[src/rtl/tdm_pkg.sv]
package tdm_pkg;
  localparam int SLOTS     = 2;
  localparam int SLOT_BITS = 32;
  localparam int WORD_W    = 24;
  localparam int SHORT_W   = 16;
  localparam int SLOT_W    = $clog2(SLOT_BITS);
  localparam int SEL_W     = $clog2(SLOTS);
  localparam int POS_W     = SLOT_W + SEL_W;

  // strobes from the timing control to the datapath
  typedef struct packed {
    logic             fall;        // bit clock falls this cycle
    logic             rise;        // bit clock rises this cycle
    logic             frameStart;  // fall that opens period 0
    logic [POS_W-1:0] txPos;       // frame bit driven after this fall
    logic [POS_W-1:0] rxPos;       // frame bit sampled at this rise
    logic             wordLong;    // active word length is 24
    logic [SLOTS-1:0] mask;        // active-low slot enables
  } tdmStrobe_t;
endpackage

[src/rtl/tdm_ctrl.sv]
module tdm_ctrl
  import tdm_pkg::*;
#(
  parameter int DIV_W   = 8,
  parameter int DEF_DIV = 2
) (
  input  logic             clk,
  input  logic             rstN,
  input  logic [DIV_W-1:0] cfgDiv,
  input  logic             cfgWord24,
  input  logic [SLOTS-1:0] cfgMask,
  output logic             bclk,
  output logic             fs,
  output tdmStrobe_t       strb
);
  logic [DIV_W-1:0] divCnt, actDiv, effDiv;
  logic [POS_W-1:0] periodQ, periodNext;
  logic             bclkQ, fsQ, actLong, tick;
  logic [SLOTS-1:0] actMask;

  assign effDiv     = (actDiv == '0) ? DIV_W'(1) : actDiv;
  assign tick       = (divCnt == effDiv - DIV_W'(1));
  assign periodNext = periodQ + POS_W'(1);

  always_ff @(posedge clk) begin
    if (!rstN) begin
      divCnt  <= '0;
      actDiv  <= DIV_W'(DEF_DIV);
      bclkQ   <= 1'b0;
      fsQ     <= 1'b0;
      periodQ <= '1;          // next fall opens period 0
      actLong <= 1'b1;
      actMask <= '0;
    end else if (tick) begin
      divCnt <= '0;
      bclkQ  <= ~bclkQ;
      if (bclkQ) begin
        periodQ <= periodNext;
        fsQ     <= (periodNext >= POS_W'(SLOT_BITS));
        if (periodNext == '0) begin
          actDiv  <= cfgDiv;
          actLong <= cfgWord24;
          actMask <= cfgMask;
        end
      end
    end else begin
      divCnt <= divCnt + DIV_W'(1);
    end
  end

  always_comb begin
    strb.fall       = tick & bclkQ;
    strb.rise       = tick & ~bclkQ;
    strb.frameStart = tick & bclkQ & (periodNext == '0);
    strb.txPos      = periodQ;              // period k carries bit k-1
    strb.rxPos      = periodQ - POS_W'(1);
    strb.wordLong   = actLong;
    strb.mask       = actMask;
  end

  assign bclk = bclkQ;
  assign fs   = fsQ;
endmodule

[src/rtl/tdm_dp.sv]
module tdm_dp
  import tdm_pkg::*;
(
  input  logic              clk,
  input  logic              rstN,
  input  tdmStrobe_t        strb,
  input  logic              txValid,
  output logic              txReady,
  input  logic [WORD_W-1:0] txLeft,
  input  logic [WORD_W-1:0] txRight,
  output logic              rxValid,
  input  logic              rxReady,
  output logic [WORD_W-1:0] rxLeft,
  output logic [WORD_W-1:0] rxRight,
  output logic              txd,
  input  logic              rxd
);
  logic [WORD_W-1:0] hold   [SLOTS];
  logic [WORD_W-1:0] txWord [SLOTS];
  logic [WORD_W-1:0] rxSh   [SLOTS];
  logic [WORD_W-1:0] rxOut  [SLOTS];
  logic [WORD_W-1:0] txShifted, rxBitMask;
  logic              holdFull, txdQ, rxvQ, seenFrame, txBit, rxTake;
  logic [SLOT_W-1:0] wordLen, txJ, rxJ;
  logic [SEL_W-1:0]  txS, rxS;

  assign wordLen   = strb.wordLong ? SLOT_W'(WORD_W) : SLOT_W'(SHORT_W);
  assign txS       = strb.txPos[POS_W-1 -: SEL_W];
  assign txJ       = strb.txPos[SLOT_W-1:0];
  assign rxS       = strb.rxPos[POS_W-1 -: SEL_W];
  assign rxJ       = strb.rxPos[SLOT_W-1:0];
  assign txShifted = txWord[txS] << txJ;
  assign txBit     = ~strb.mask[txS] & (txJ < wordLen) & txShifted[WORD_W-1];
  assign rxTake    = ~strb.mask[rxS] & (rxJ < wordLen);
  assign rxBitMask = WORD_W'(1) << (SLOT_W'(WORD_W - 1) - rxJ);
  assign txReady   = ~holdFull;

  always_ff @(posedge clk) begin
    if (!rstN) begin
      holdFull  <= 1'b0;
      txdQ      <= 1'b0;
      rxvQ      <= 1'b0;
      seenFrame <= 1'b0;
      for (int i = 0; i < SLOTS; i++) begin
        hold[i]   <= '0;
        txWord[i] <= '0;
        rxSh[i]   <= '0;
        rxOut[i]  <= '0;
      end
    end else begin
      // transmit holding entry
      if (strb.frameStart) holdFull <= 1'b0;
      if (txValid && !holdFull) begin
        hold[0]  <= txLeft;
        hold[1]  <= txRight;
        holdFull <= 1'b1;
      end
      if (strb.frameStart) begin
        seenFrame <= 1'b1;
        for (int i = 0; i < SLOTS; i++) begin
          txWord[i] <= holdFull ? hold[i] : '0;
          rxOut[i]  <= rxSh[i];
          rxSh[i]   <= '0;
        end
      end
      if (strb.fall) txdQ <= txBit;
      if (strb.rise && rxTake && rxd) rxSh[rxS] <= rxSh[rxS] | rxBitMask;
      // receive delivery
      if (strb.frameStart && seenFrame) rxvQ <= 1'b1;
      else if (rxReady)                 rxvQ <= 1'b0;
    end
  end

  assign txd     = txdQ;
  assign rxValid = rxvQ;
  assign rxLeft  = rxOut[0];
  assign rxRight = rxOut[1];
endmodule

[src/rtl/tdm_port.sv]
module tdm_port
  import tdm_pkg::*;
#(
  parameter int DIV_W   = 8,
  parameter int DEF_DIV = 2
) (
  input  logic              clk,
  input  logic              rstN,
  input  logic [DIV_W-1:0]  cfgDiv,
  input  logic              cfgWord24,
  input  logic [SLOTS-1:0]  cfgMask,
  input  logic              txValid,
  output logic              txReady,
  input  logic [WORD_W-1:0] txLeft,
  input  logic [WORD_W-1:0] txRight,
  output logic              rxValid,
  input  logic              rxReady,
  output logic [WORD_W-1:0] rxLeft,
  output logic [WORD_W-1:0] rxRight,
  output logic              bclk,
  output logic              fs,
  output logic              txd,
  input  logic              rxd
);
  tdmStrobe_t strb;

  tdm_ctrl #(.DIV_W(DIV_W), .DEF_DIV(DEF_DIV)) u_ctrl (
    .clk(clk), .rstN(rstN), .cfgDiv(cfgDiv), .cfgWord24(cfgWord24),
    .cfgMask(cfgMask), .bclk(bclk), .fs(fs), .strb(strb)
  );

  tdm_dp u_dp (
    .clk(clk), .rstN(rstN), .strb(strb),
    .txValid(txValid), .txReady(txReady), .txLeft(txLeft), .txRight(txRight),
    .rxValid(rxValid), .rxReady(rxReady), .rxLeft(rxLeft), .rxRight(rxRight),
    .txd(txd), .rxd(rxd)
  );
endmodule

[config.mk]
export PLATFORM = sky130hd
export DESIGN_NAME = tdm_port
export DESIGN_NICKNAME = d
export VERILOG_FILES = /design/src/rtl/tdm_pkg.sv /design/src/rtl/tdm_ctrl.sv /design/src/rtl/tdm_dp.sv /design/src/rtl/tdm_port.sv
export SDC_FILE = /design/constraint.sdc
export NUM_CORES = 1
export LEC_CHECK = 0
export ABC_AREA = 1
export BUFFER_PORTS_ARGS = -buffer_cell sky130_fd_sc_hd__buf_2
export CORE_AREA = 2 2 134 136
export CTS_CLUSTER_DIAMETER = 30
export CTS_CLUSTER_SIZE = 8
export DETAILED_ROUTE_END_ITERATION = 16
export DIE_AREA = 0 0 136 138
export GPL_TIMING_DRIVEN = 0
export PLACE_DENSITY = 0.78
export SKIP_LAST_GASP = 1
export SLEW_MARGIN = 15
export SYNTH_ARGS = -nofsm -noshare
export SYNTH_HDL_FRONTEND = slang
export SYNTH_SLANG_ARGS = --single-unit
[constraint.sdc]
create_clock -name clk -period 6.3 [get_ports clk]
set_clock_uncertainty 0.1 [all_clocks]
set_input_delay 0.315 -clock clk [delete_from_list [all_inputs] [get_ports clk]]
set_output_delay 0.315 -clock clk [all_outputs]
set_load 0.01 [all_outputs]
==> results.md, run 1 <==
STA:
- Measured against its own limit, the worst slew margin works out to 27.9%.
- The max-slew violation total from the final report is 0.
- The maximum clock rate is 223 MHz.
- The final hold violation count is 0.
- The worst hold margin is 0.0113 ns.
- For the pin with the worst max-slew slack, the measured transition is 1.08 ns.
- The final count of negative-setup-slack endpoints is 0.
- Setup repair after global routing left no endpoint under its margin.
- The final period utilization is 71.1%.
- The worst path in the final design needs a cycle of 4.48 ns, including I/O delays and setup.

Logic synthesis:
- The leading register cell type out of synthesis is edfxtp_1.
- The dominant cell type by area after synthesis is edfxtp_1.
- Summing the sequential cell areas from Yosys gives 65.2% of the chip area.
- Sorting the synthesized cells by area gives the leading types as edfxtp_1 (59%), inv_1 (7.7%), nor2_1 (7.0%), dfxtp_1 (6.5%), nand2_1 (6.1%).
- The mean area per synthesized cell is 9.99 sq um.
- The count of flip-flops with a built-in enable after synthesis is 192.
- The post-synthesis cell type count is 34.
- The share of synthesized area in the top cell type comes to 58.7%.
- Synthesis produced 983 cells.
- The number of synthesis warnings is 0.
- Synthesis inferred 224 register bits.
- The synthesized netlist occupies a cell area of 0.00982 sq mm.
- In the synthesized netlist the async set-or-reset flop fraction comes to 0%.
- The number of nets produced by synthesis is 1055.

Clock network:
- Post-CTS repair changed the size of 0 cells.
- The cell sitting at the root of the clock tree is a clkbuf_16.
- TritonCTS built the clock tree.
- Counting along the longest clock path gives a buffer depth of 3.
- CTS saw 224 sinks.
- The H-tree generated during clock tree synthesis spans 2 levels.
- Clock-pin slew was measured on the worst setup and hold paths at 0.04 ns.
- Counting the buffers created by CTS gives 42.
- The clock reaches the later pin of the worst-skew pair after 0.51 ns.

Finish:
- The area growth from synthesis to layout is 25.9%.
- The number of antenna cells inserted is 0.
- The number of non-filler instances in the completed layout is 1428.
- The share of layout cells above drive strength 1 is 17.8%.
- The total number of nets in the final design is 1245.
- Counting the fill cells in the layout gives 1261.

Detailed routing:
- The count of nets left with antenna violations after detail routing is 0.
- The routed length per instance is 14.4 um.
- The routed layout has 7073 vias.
- Summed over all layers, the routed wires come to 20600 um.
- The average vias per placed instance is 4.95.
- For this run, design rule violations remaining after detail routing come to 0.
- The initial detailed-routing violation count is 438.
- The number of detailed-routing iterations run before antenna repair is 5.

Floorplanning:
- The die covers 0.0188 sq mm.
- In this run the vertical extent of the chip is 138 um.
- The floorplan has 49 rows.
- The starting density of the core is 56.0%.
- The width of the die is 136 um.
- The standard cell core area is 0.0175 sq mm.
- The number of ports placed on the die boundary is 117.

Placed design:
- After legalization and detailed placement, the total HPWL measured 13100 um.
- Routability-driven placement finished with a final weighted congestion of 0.859.
- After detailed placement, the design holds a cell count of 1329.
- The number of port buffers is 115.

Global route:
- The pin count of the biggest net entering global routing is 50.
- The number of global-route vias before repair is 7063.
- The initial antenna violation count is 0.
- The total overflow left after global routing is 0.
- The overall track demand over capacity in global routing is 22.6%.
- The wire length of the first global-routing pass is 33400 um.

Pwr:
- Power spread over the standard cell area amounts to 393 mW/mm^2.
- The overall power consumption is 0.00486 W.
- IR analysis of the VDD net gives a maximum drop of 0.281 mV.
- The analysis attributes to cell leakage a power of 5.55 nW.

Min path:
- Counting instances, the worst hold path has a depth of 3.
- The min-delay analysis places its worst path in the category input pin to flop.

Setup path:
- The number of cells on the worst reg-to-reg path is 16.
- The worst setup path is captured at a flop.
- The data arrival at the endpoint of the critical path is 4.49 ns.
- Of all nets on the critical path, the largest fanout is 49.
- The data required time of the worst path is 6.31 ns.
- On the worst path, the slowest cell contributes a delay of 0.80 ns.
- STA classifies the critical path startpoint as a flop.
- The slowest stage of the critical path is the nand2_1 cell.
- By startpoint and endpoint, the worst setup path is classified as flop to flop.
- Traced cell by cell, the critical path runs through inv_1 > nand2_1 > nor2_1 > nand2_2 > nand2_1 > inv_1 > ha_1 > xnor2_1 > xor2_1 > nand3_1 > nor2_1 > nand4_4 > nand2_4 > buf_16 > inv_1 > nand2_1.

Run:
- Across the run, the number of max-cap violations was 0.

Outcome:
- The flow ran to the end, and the final reports show no timing, DRC or antenna violations.
## cell usage in the layout (no fill, tap or decap), types with 6 or more instances in the layout
| cell type | netlist | layout |
|---|---|---|
| nand4_1 | 11 | 11 |
| nor2_4 | 11 | 11 |
| o21ai_0 | 6 | 6 |
| dlygate4sd3_1 | 0 | 29 |
| inv_1 | 201 | 201 |
| xor2_1 | 11 | 11 |
| clkbuf_1 | 19 | 26 |
| o22ai_1 | 25 | 25 |
| nand3_1 | 37 | 37 |
| dfxtp_1 | 32 | 32 |
| nand2_1 | 160 | 158 |
| buf_2 | 9 | 124 |
| clkbuf_16 | 0 | 43 |
| ha_1 | 8 | 8 |
| edfxtp_1 | 192 | 192 |
| a21oi_1 | 36 | 36 |
| nor2_1 | 184 | 184 |
| xnor2_1 | 8 | 8 |
## sequential cells by signal (all words and copies together) (netlist names), 2 cells and up, named ones only
name	cells
u_ctrl.divCnt	8
u_dp.rxSh	48
u_ctrl.actMask	2
u_dp.hold	48
u_dp.rxOut	48
u_ctrl.actDiv	8
u_ctrl.periodQ	6
u_dp.txWord	48
## timing repair
action / in CTS / in global routing
hold buffers: 29 / 0
hold endpoints to repair: 29 / 0
setup buffers: 0 / 0
## critical path, delay by kind of cell (launching register included)
family	cells	cell delay, ns
buffers and inverters	4	0.52
and+or+nand+nor	9	2.49
adders and majority gates	1	0.25
xor gates and xnor gates	2	0.34
DFF	1	0.34
## cell type report
cell class | count | area (sq um) | area share (%)
Clock buffer | 50 | 1100 | 8.91
Sequential cell | 224 | 6410 | 51.8
Inverter | 206 | 773 | 6.25
Buffer | 34 | 158 | 1.27
Tap cell | 229 | 287 | 2.32
Clock inverter | 20 | 234 | 1.89
Multi-Input combinational cell | 519 | 2490 | 20.2
Timing Repair Buffer | 146 | 913 | 7.39
## routing by layer
layer / vias to the layer above / track usage [%] / share of wire [%]
li1: 3507 / - / -
met1: 3217 / 26.6 / 39
met2: 281 / 40.0 / 51
met3: 68 / 4.29 / 5.9
met4: 0 / 9.65 / 3.7
met5: - / 0 / 0
## cells by family (layout without fill, tap and decap cells)
family / Yosys count / in the layout / synth area share, %
AOI/OAI and AO/OA: 74 / 74 / 4.32
xor gates and xnor gates: 19 / 19 / 1.69
DFF: 224 / 224 / 65.2
adders and majority gates: 8 / 8 / 1.02
and+or+nand+nor: 418 / 418 / 18.2
buffers and inverters: 240 / 456 / 9.48
## final timing paths
check	to	slack, ns	startpoint
worst max-delay path	u_dp.rxSh[0][2]$_SDFFCE_PN0P_	1.82	u_ctrl.actDiv[3]$_SDFFE_PN0P_
worst min-delay path	u_dp.hold[0][40]$_SDFFCE_PN0P_	0.01	txRight[16]
worst max register to register	u_dp.rxSh[0][2]$_SDFFCE_PN0P_	1.82	u_ctrl.actDiv[3]$_SDFFE_PN0P_
worst min register to register	u_dp.seenFrame$_SDFFE_PN0P_	0.35	u_dp.seenFrame$_SDFFE_PN0P_
## through the flow
stage / setup TNS (ns) / area, sq um / setup WS (ns) / utilization [%]
6_report: 0 / 12400 / 1.82 / 70.5
5_1_grt: 0 / 12400 / 1.44 / 70.5
3_3_place_gp: -11.20 / 10700 / -0.253 / 60.9
2_1_floorplan: 0 / 9820 / 0.975 / -
3_5_place_dp: 0 / 10700 / 1.82 / 61.2
4_1_cts: 0 / 12400 / 1.79 / 70.5
## Yosys cell counts, types with 4 or more instances
| master | number |
|---|---|
| nor2_1 | 184 |
| buf_2 | 9 |
| o21ai_0 | 6 |
| nand2_2 | 4 |
| buf_1 | 4 |
| nand2_1 | 160 |
| ha_1 | 8 |
| nor2_4 | 11 |
| nand4_1 | 11 |
| clkbuf_1 | 19 |
| dfxtp_1 | 32 |
| xor2_1 | 11 |
| inv_2 | 5 |
| nand3_1 | 37 |
| xnor2_1 | 8 |
| edfxtp_1 | 192 |
| a21oi_1 | 36 |
| inv_1 | 201 |
| o22ai_1 | 25 |
## power breakdown
part | leakage (nW) | internal, W | total (W) | switching [W]
sequential | 2.27 | 0.00182 | 0.00190 | 0.0000729
combinational | 2.64 | 0.000263 | 0.000846 | 0.000583
clock | 0.645 | 0.00143 | 0.00212 | 0.000685
total | 5.55 | 0.00352 | 0.00486 | 0.00134
Note: power is estimated with default switching activity, not from simulation.
==> run 2: changes to the inputs <==
ABC_AREA = 0   (was 1)
clock period = 4.63 ns   (was 6.3 ns; I/O delays follow)
==> results.md, run 2 <==
Outcome:
- The flow ran to the end, and the final reports show no timing, DRC or antenna violations.

STA:
- The worst hold margin is 0.370 ns.
- The final hold violation count is 0.
- Headroom to the max-slew limit came out at 43.7%.
- The aggregate negative setup slack is 0 ns.
- The final count of negative-setup-slack endpoints is 0.
- Setup repair after global routing left no endpoint under its margin.
- Across all setup checks in the final design, the least slack found is 0.275 ns.
- For the pin with the worst max-slew slack, the measured transition is 0.844 ns.
- The final period utilization is 94.1%.
- The max-slew violation total from the final report is 0.
- The final critical-path required period is 4.35 ns.
- Static timing analysis puts the maximum clock frequency at 230 MHz.

Floorplanning:
- The die covers 0.0188 sq mm.
- The total number of placement rows is 49.
- In this run the count of I/O pins placed on the die edge is 117.
- For this configuration, the core starts out at a cell density of 55.9%.
- The standard cell core area is 0.0175 sq mm.
- The width of the die is 136 um.
- The die is 138 um tall.

Placed design:
- The cell area reported after detailed placement is 0.0108 sq mm.
- The half-perimeter wire length after detailed placement is 13100 um.
- The worst slack after detailed placement is -0.0698 ns.
- The number of placed instances with taps included is 1103.
- The final RePlAce weighted congestion is 0.853.
- The number of port buffers is 116.

Logic synthesis:
- The synthesized netlist occupies a cell area of 0.00981 sq mm.
- The biggest area contributor in the post-synthesis netlist is edfxtp_1.
- edfxtp_1 is the most common cell in the netlist.
- After technology mapping, the gate count stands at 753.
- The number of nets handed over by synthesis was 825.
- During synthesis, Yosys emitted a total of 0 warnings.
- The mean area per synthesized cell is 13.0 sq um.
- Counting instances in the post-synthesis netlist gives the leading cell types as edfxtp_1 (192), and2_1 (161), nand2_1 (64), o21ai_0 (33), dfxtp_1 (32).
- The area fraction of the dominant cell type after synthesis is 58.8%.
- The most used flip-flop cell after synthesis is edfxtp_1.
- Summing the sequential cell areas from Yosys gives 65.3% of the chip area.
- Counting distinct cell types in the post-synthesis netlist gives 56.
- After synthesis the netlist holds a flip-flop and latch count of 224.
- Ranked by total cell area, the synthesized netlist is headed by edfxtp_1 (59%), and2_1 (10%), dfxtp_1 (6.5%), mux2i_1 (2.6%), nand2_1 (2.4%).
- The count of flip-flops with a built-in enable after synthesis is 192.
- The post-synthesis async set-or-reset flop share is 0%.

Global route:
- The initial antenna violation count is 1.
- Global routing finished with a remaining overflow of 0.
- Entering global routing, the biggest net connects 30 pins.
- The overall track demand over capacity in global routing is 23.1%.
- The first global-routing pass estimated 34100 um of wire.
- The number of global-route vias before repair is 6897.

Min path:
- For hold timing, the worst endpoint is u_dp.rxValid$_SDFFE_PN0P_.
- The worst hold path begins at rxReady.
- In this run the worst hold path is classified as input pin to flop.
- The number of cells on the worst hold path is 3.

Detailed routing:
- The number of DRC violations after detailed routing is 0.
- The initial detailed-routing violation count is 373.
- The count of nets left with antenna violations after detail routing is 0.
- For this block, the routed nets add up to 21100 um of wire.
- The first TritonRoute pass finished after 5 iterations.
- Across all layers, the routed design uses 6631 vias.
- After detailed routing, the number of vias per cell comes to 5.34.
- Dividing the detail-routed wire length by the instance count gives 17.0 um.

Clock network:
- The clock transition at the registers of the reported paths is 0.05 ns.
- The later pin in the worst-skew pair is clocked with a latency of 0.51 ns.
- For this design, the sink count on the clock tree is 224.
- The clock tree buffer depth is 3.
- TritonCTS built the clock tree.
- The TritonCTS buffer count is 42.
- The total number of H-tree levels is 2.
- The root buffer cell is clkbuf_16.

Finish:
- The final standard cell area without fillers is 0.0129 sq mm.
- Compared with the post-synthesis result, the final layout area differs by 31.6%.
- The multi-input combinational cells in the finished layout cover a total of 0.00322 sq mm.
- Leaving out fill and tap cells, the most frequent cell in the layout is edfxtp_1.
- The number of non-filler instances in the completed layout is 1241.
- The total of fill cells in the finished design is 1121.
- At the end of the flow, the number of nets in the layout was 1056.
- In the layout the commonest cells are edfxtp_1 (192), and2_1 (161), buf_2 (116).
- The sequential cell area in the final layout is 0.00641 sq mm.
- Cells with a size suffix above 1 make up 22.7% of the layout.

Setup path:
- Data on the critical path arrives at its endpoint at 4.38 ns.
- The end of the worst register-to-register path is u_dp.rxSh[0][1]$_SDFFCE_PN0P_.
- The register-to-register path setup slack is 0.28 ns.
- STA puts the critical path data required time at 4.65 ns.
- The reg-to-reg startpoint is u_ctrl.actDiv[3]$_SDFFE_PN0P_.
- The critical path goes through or4_4 > nor4_4 > nor2_1 > ha_1 > xor2_1 > o2111ai_1 > or4_1 > or4_1 > buf_6 > buf_6 > o21ai_4.
- The critical-path cell with the highest stage delay is o21ai_4.
- The worst reg-to-reg path cell count is 11.
- The critical path is of the flop to flop type.
- The sort of element at the start of the critical path is a flop.
- The delay of the slowest cell on the worst path is 0.66 ns.
- Of all nets on the critical path, the largest fanout is 24.
- The capturing element type of the critical path is a flop.

Pwr:
- The leakage component of the power is 5.26 nW.
- The power per unit of standard cell area is 512 mW/mm^2.
- The maximum VDD drop is 0.370 mV.

Run:
- The number of maximum-capacitance violations is 0.
## run 2: cell types whose count changed after synthesis, moves of 23 or more
| cell | change |
|---|---|
| inv_1 | -190 |
| nor2_1 | -163 |
| and2_1 | +161 |
| nand2_1 | -96 |
| a21oi_1 | -29 |
| o21ai_0 | +27 |
| mux2i_1 | +25 |
| nand3_1 | -25 |
| o22ai_1 | -24 |
| o21a_1 | +23 |
## run 2: worst max-delay path by stage
| stage | depth (start not counted) | end | slack, ns | start |
|---|---|---|---|---|
| 4_1_cts | 13 | u_dp.rxOut[0][23]$_SDFFCE_PN0P_ | 0.15 | u_ctrl.actDiv[3]$_SDFFE_PN0P_ |
| 2_1_floorplan | 11 | u_dp.rxOut[0][0]$_SDFFCE_PN0P_ | -0.40 | u_ctrl.actDiv[1]$_SDFFE_PN1P_ |
| 5_1_grt | 11 | u_dp.rxSh[0][1]$_SDFFCE_PN0P_ | 0.02 | u_ctrl.actDiv[3]$_SDFFE_PN0P_ |
| 6_report | 11 | u_dp.rxSh[0][1]$_SDFFCE_PN0P_ | 0.28 | u_ctrl.actDiv[3]$_SDFFE_PN0P_ |
| 3_5_place_dp | 13 | u_dp.rxOut[0][5]$_SDFFCE_PN0P_ | -0.07 | u_ctrl.actDiv[3]$_SDFFE_PN0P_ |
| 3_3_place_gp | 11 | u_dp.rxOut[0][0]$_SDFFCE_PN0P_ | -1.13 | u_ctrl.actDiv[3]$_SDFFE_PN0P_ |
## run 2: area by class of cell
| class | count | area share [%] |
|---|---|---|
| tap | 229 | 2.22 |
| sequential | 224 | 49.7 |
| timing repair buffer | 186 | 10.2 |
| inverter | 11 | 0.320 |
| multi-input combinational | 478 | 25.0 |
| clock buffer | 53 | 8.96 |
| antenna | 1 | 0.0194 |
| clock inverter | 18 | 1.90 |
| buffer | 41 | 1.69 |
## run 2: cell families after synthesis
| family | count (synthesis) | synth area share, % |
|---|---|---|
| fa+ha+maj | 8 | 1.02 |
| compound gates | 98 | 6.74 |
| mux | 30 | 3.58 |
| simple gates | 321 | 19.0 |
| buf+inv | 52 | 2.58 |
| flops | 224 | 65.3 |
| xor+xnor | 20 | 1.79 |
## run 2: what timing repair did
action,CTS,global route
gates cloned,1,0
endpoints found under the hold margin,62,0
buffers inserted,0,3
hold buffers,62,0
gates resized for setup,0,1
setup endpoints to repair,28,39
pin swaps,1,1
## run 2: report_power, final
part,switching [W],internal [W],total [W]
Clock,0.000930,0.00207,0.00300
Sequential,0.000116,0.00246,0.00257
Combinational,0.000633,0.000393,0.00103
Total,0.00168,0.00492,0.00660
## run 2: through the flow
step           power, W  util (%)
6_report        0.00660      73.6
3_3_place_gp    0.00348      61.1
3_5_place_dp    0.00354      61.8
5_1_grt         0.00686      73.6
2_1_floorplan   0.00322         -
4_1_cts         0.00659      73.4
## run 2: worst max-delay path: cells and delay by family, from the launching register on
kind	cells	cell delay, ns
adder cells (fa/ha/maj)	1	0.31
buffers and inverters	2	0.35
XOR/XNOR	1	0.16
AND/OR/NAND/NOR	5	1.85
AO/OA/AOI/OAI	2	0.77
flip-flops	1	0.42
## run 2: routing by layer
| layer | GRT usage [%] | part of all wire [%] | vias up |
|---|---|---|---|
| met5 | 0 | 0 | - |
| met4 | 8.39 | 2.5 | 0 |
| met3 | 4.77 | 5.2 | 41 |
| met2 | 40.8 | 53 | 238 |
| met1 | 27.8 | 40 | 3177 |
| li1 | - | - | 3175 |
==> run 3: changes to the inputs <==
==> constraint.sdc (replaced) <==
create_clock -name clk -period 4.63 [get_ports clk]
set_clock_uncertainty 0.1 [all_clocks]
set_input_delay 0 -clock clk [delete_from_list [all_inputs] [get_ports clk]]
set_output_delay 0 -clock clk [all_outputs]
set_load 0.01 [all_outputs]
==> results.md, run 3 (synthesis results as in run 2) <==
Outcome:
- The run finished with clean final reports.

Detailed routing:
- The first routing iteration left 447 violations.
- The number of DRC violations after detailed routing is 0.
- The final layout contains routed wiring with a total length of 21900 um.
- The routed design uses 11400 um of met2 wire.
- The uppermost signal routing layer after detailed routing is met4.
- The routed length on met1 is 8470 um.
- Once detail routing completed, the nets flagged for antenna violations numbered 0.
- Using the TritonRoute via totals, the vias-per-cell ratio works out to 5.43.
- Detailed routing placed a total of 1330 um of wire on met3.
- The routed length per instance is 17.5 um.
- The number of detailed-routing iterations run before antenna repair is 5.
- Across all layers, the routed design uses 6788 vias.

Clock network:
- The clock network latency to the later pin of the worst-skew pair is 0.51 ns.
- Clock tree synthesis found a total of 224 sinks.
- The tree is rooted in a clkbuf_16.
- The clock passes through at most 3 buffers.
- The TritonCTS buffer count is 42.
- The TritonCTS clock tree is yes.
- The clock transition at the registers of the reported paths is 0.05 ns.
- The H-tree was split into 2 levels.

Pwr:
- In this run the static leakage power is 5.30 nW.
- The maximum VDD drop is 0.370 mV.
- The power per unit of standard cell area is 509 mW/mm^2.

Finish:
- The net count of the finished layout is 1066.
- The post-route core utilization is 74.2%.
- Leaving out filler cells and counting taps, the final layout contains 1251.
- In the final layout, flip-flops and latches occupy 0.00641 sq mm.
- Fill cells in the final layout number 1098.
- The area overhead of the layout relative to synthesis is 32.7%.
- Once layout is done, the placed cells without fillers occupy 0.0130 sq mm.
- Leaving out fill and tap cells, the most frequent cell in the layout is edfxtp_1.
- In the layout the commonest cells are edfxtp_1 (192), and2_1 (161), buf_2 (116).
- The share of layout cells above drive strength 1 is 22.4%.
- The multi-input combinational cells in the finished layout cover a total of 0.00323 sq mm.

Setup path:
- The worst setup path category is flop to flop.
- The critical-path cell with the highest stage delay is dlygate4sd3_1.
- The largest single stage delay on the critical path is 0.57 ns.
- The maximum net fanout on the critical path is 10.
- For the worst setup path, the data arrival time is 4.70 ns.
- The sort of element at the start of the critical path is a flop.
- The critical path goes through or4_4 > nor4_4 > nor2_1 > ha_1 > xor2_1 > o2111ai_1 > or4_1 > or4_1 > buf_6 > nor2_2 > buf_6 > mux2i_1 > dlygate4sd3_1.
- For the worst setup path, the data required time is 4.98 ns.
- The capturing element type of the critical path is a flop.

Min path:
- The path class of the tightest hold or removal check is input pin to flop.

Floorplanning:
- After floorplanning, the core was sized to cover 0.0175 sq mm.
- The number of ports placed on the die boundary is 117.
- The starting density of the core is 55.9%.
- The width of the die is 136 um.
- The full die area is 0.0188 sq mm.
- The height of the chip is 138 um.
- The total number of placement rows is 49.

STA:
- The maximum clock rate is 230 MHz.
- Setup violations remaining at the end of the flow were counted as 0.
- The slew at the pin closest to its max-slew limit is 0.905 ns.
- Final hold analysis gives a worst-case slack of 0.168 ns.
- Setup repair after global routing left no endpoint under its margin.
- The final critical-path required period is 4.35 ns.
- The worst slew slack as a fraction of its limit is 39.7%.
- Dividing the final minimum period by the clock period gives 94.0%.
- The max-slew violation total from the final report was 0.
- The final hold violation count is 0.

Global route:
- The initial antenna violation count is 1.
- The number of global-route vias before repair is 7066.
- The overall track demand over capacity in global routing is 23.8%.
- The pin count of the biggest net entering global routing is 30.
- The wire length of the first global-routing pass is 35000 um.
- Global routing finished with a remaining overflow of 0.

Placed design:
- The half-perimeter wire length after detailed placement is 13100 um.
- In this run the cell area measured after placement is 0.0108 sq mm.
- The number of port buffers is 116.
- The final RePlAce weighted congestion is 0.853.
- The number of placed instances with taps included is 1103.

Run:
- The number of maximum-capacitance violations is 0.
-- run 3: per-layer routing --
| metal | vias to the layer above | track usage, % |
|---|---|---|
| li1 | 3196 | - |
| met1 | 3239 | 28.3 |
| met2 | 291 | 41.6 |
| met3 | 62 | 5.02 |
| met4 | 0 | 9.76 |
| met5 | - | 0 |
-- run 3: path summary, 6_finish.rpt --
check                            startpoint                               to  slack, ns  cells after the start
max           u_ctrl.actDiv[3]$_SDFFE_PN0P_    u_ctrl.actDiv[3]$_SDFFE_PN0P_       0.28                     13
min                                     rxd    u_dp.rxSh[1][0]$_SDFFCE_PN0P_       0.17                      5
max reg2reg   u_ctrl.actDiv[3]$_SDFFE_PN0P_    u_ctrl.actDiv[3]$_SDFFE_PN0P_       0.28                     13
min reg2reg  u_dp.hold[0][26]$_SDFFCE_PN0P_  u_dp.txWord[1][2]$_SDFFCE_PN0P_       0.41                      1
-- run 3: power breakdown --
| group | internal, W | switching [W] | total, W |
|---|---|---|---|
| clock | 0.00207 | 0.000930 | 0.00300 |
| combinational | 0.000400 | 0.000640 | 0.00104 |
| sequential | 0.00246 | 0.000119 | 0.00258 |
-- run 3: worst max-delay path: cells and delay by family (launching register included) --
family	cells	cell delay, ns
simple gates	6	2.03
buf+inv	3	0.96
flops	1	0.41
fa+ha+maj	1	0.31
mux	1	0.21
xor+xnor	1	0.15
compound gates	1	0.11
-- run 3: layout make-up --
class / count / area share, %
flip-flops and latches: 224 / 49.2
multi-input cells: 478 / 24.8
repair buffers: 196 / 11.0
clock buffers: 53 / 8.88
well taps: 229 / 2.20
clock inverters: 18 / 1.88
plain buffers: 41 / 1.70
inverters: 11 / 0.317
diodes: 1 / 0.0192
-- run 3: what timing repair did --
item | 4_1_cts | 5_1_grt
endpoints found under the setup margin | 28 | 40
gates resized for setup | 0 | 3
pin swaps | 1 | 1
setup buffers | 0 | 2
hold endpoints to repair | 64 | 0
hold buffers | 73 | 0
gates cloned | 1 | 0
-- run 3: stage by stage --
stage / TNS [ns] / worst slack (ns) / total power, W
after global placement: -178.95 / -1.13 / 0.00348
after global routing: 0 / 0.00828 / 0.00687
after detailed placement: -1.90 / -0.0698 / 0.00354
final: 0 / 0.279 / 0.00662
after CTS: 0 / 0.149 / 0.00660
after floorplan: -38.73 / -0.403 / 0.00322
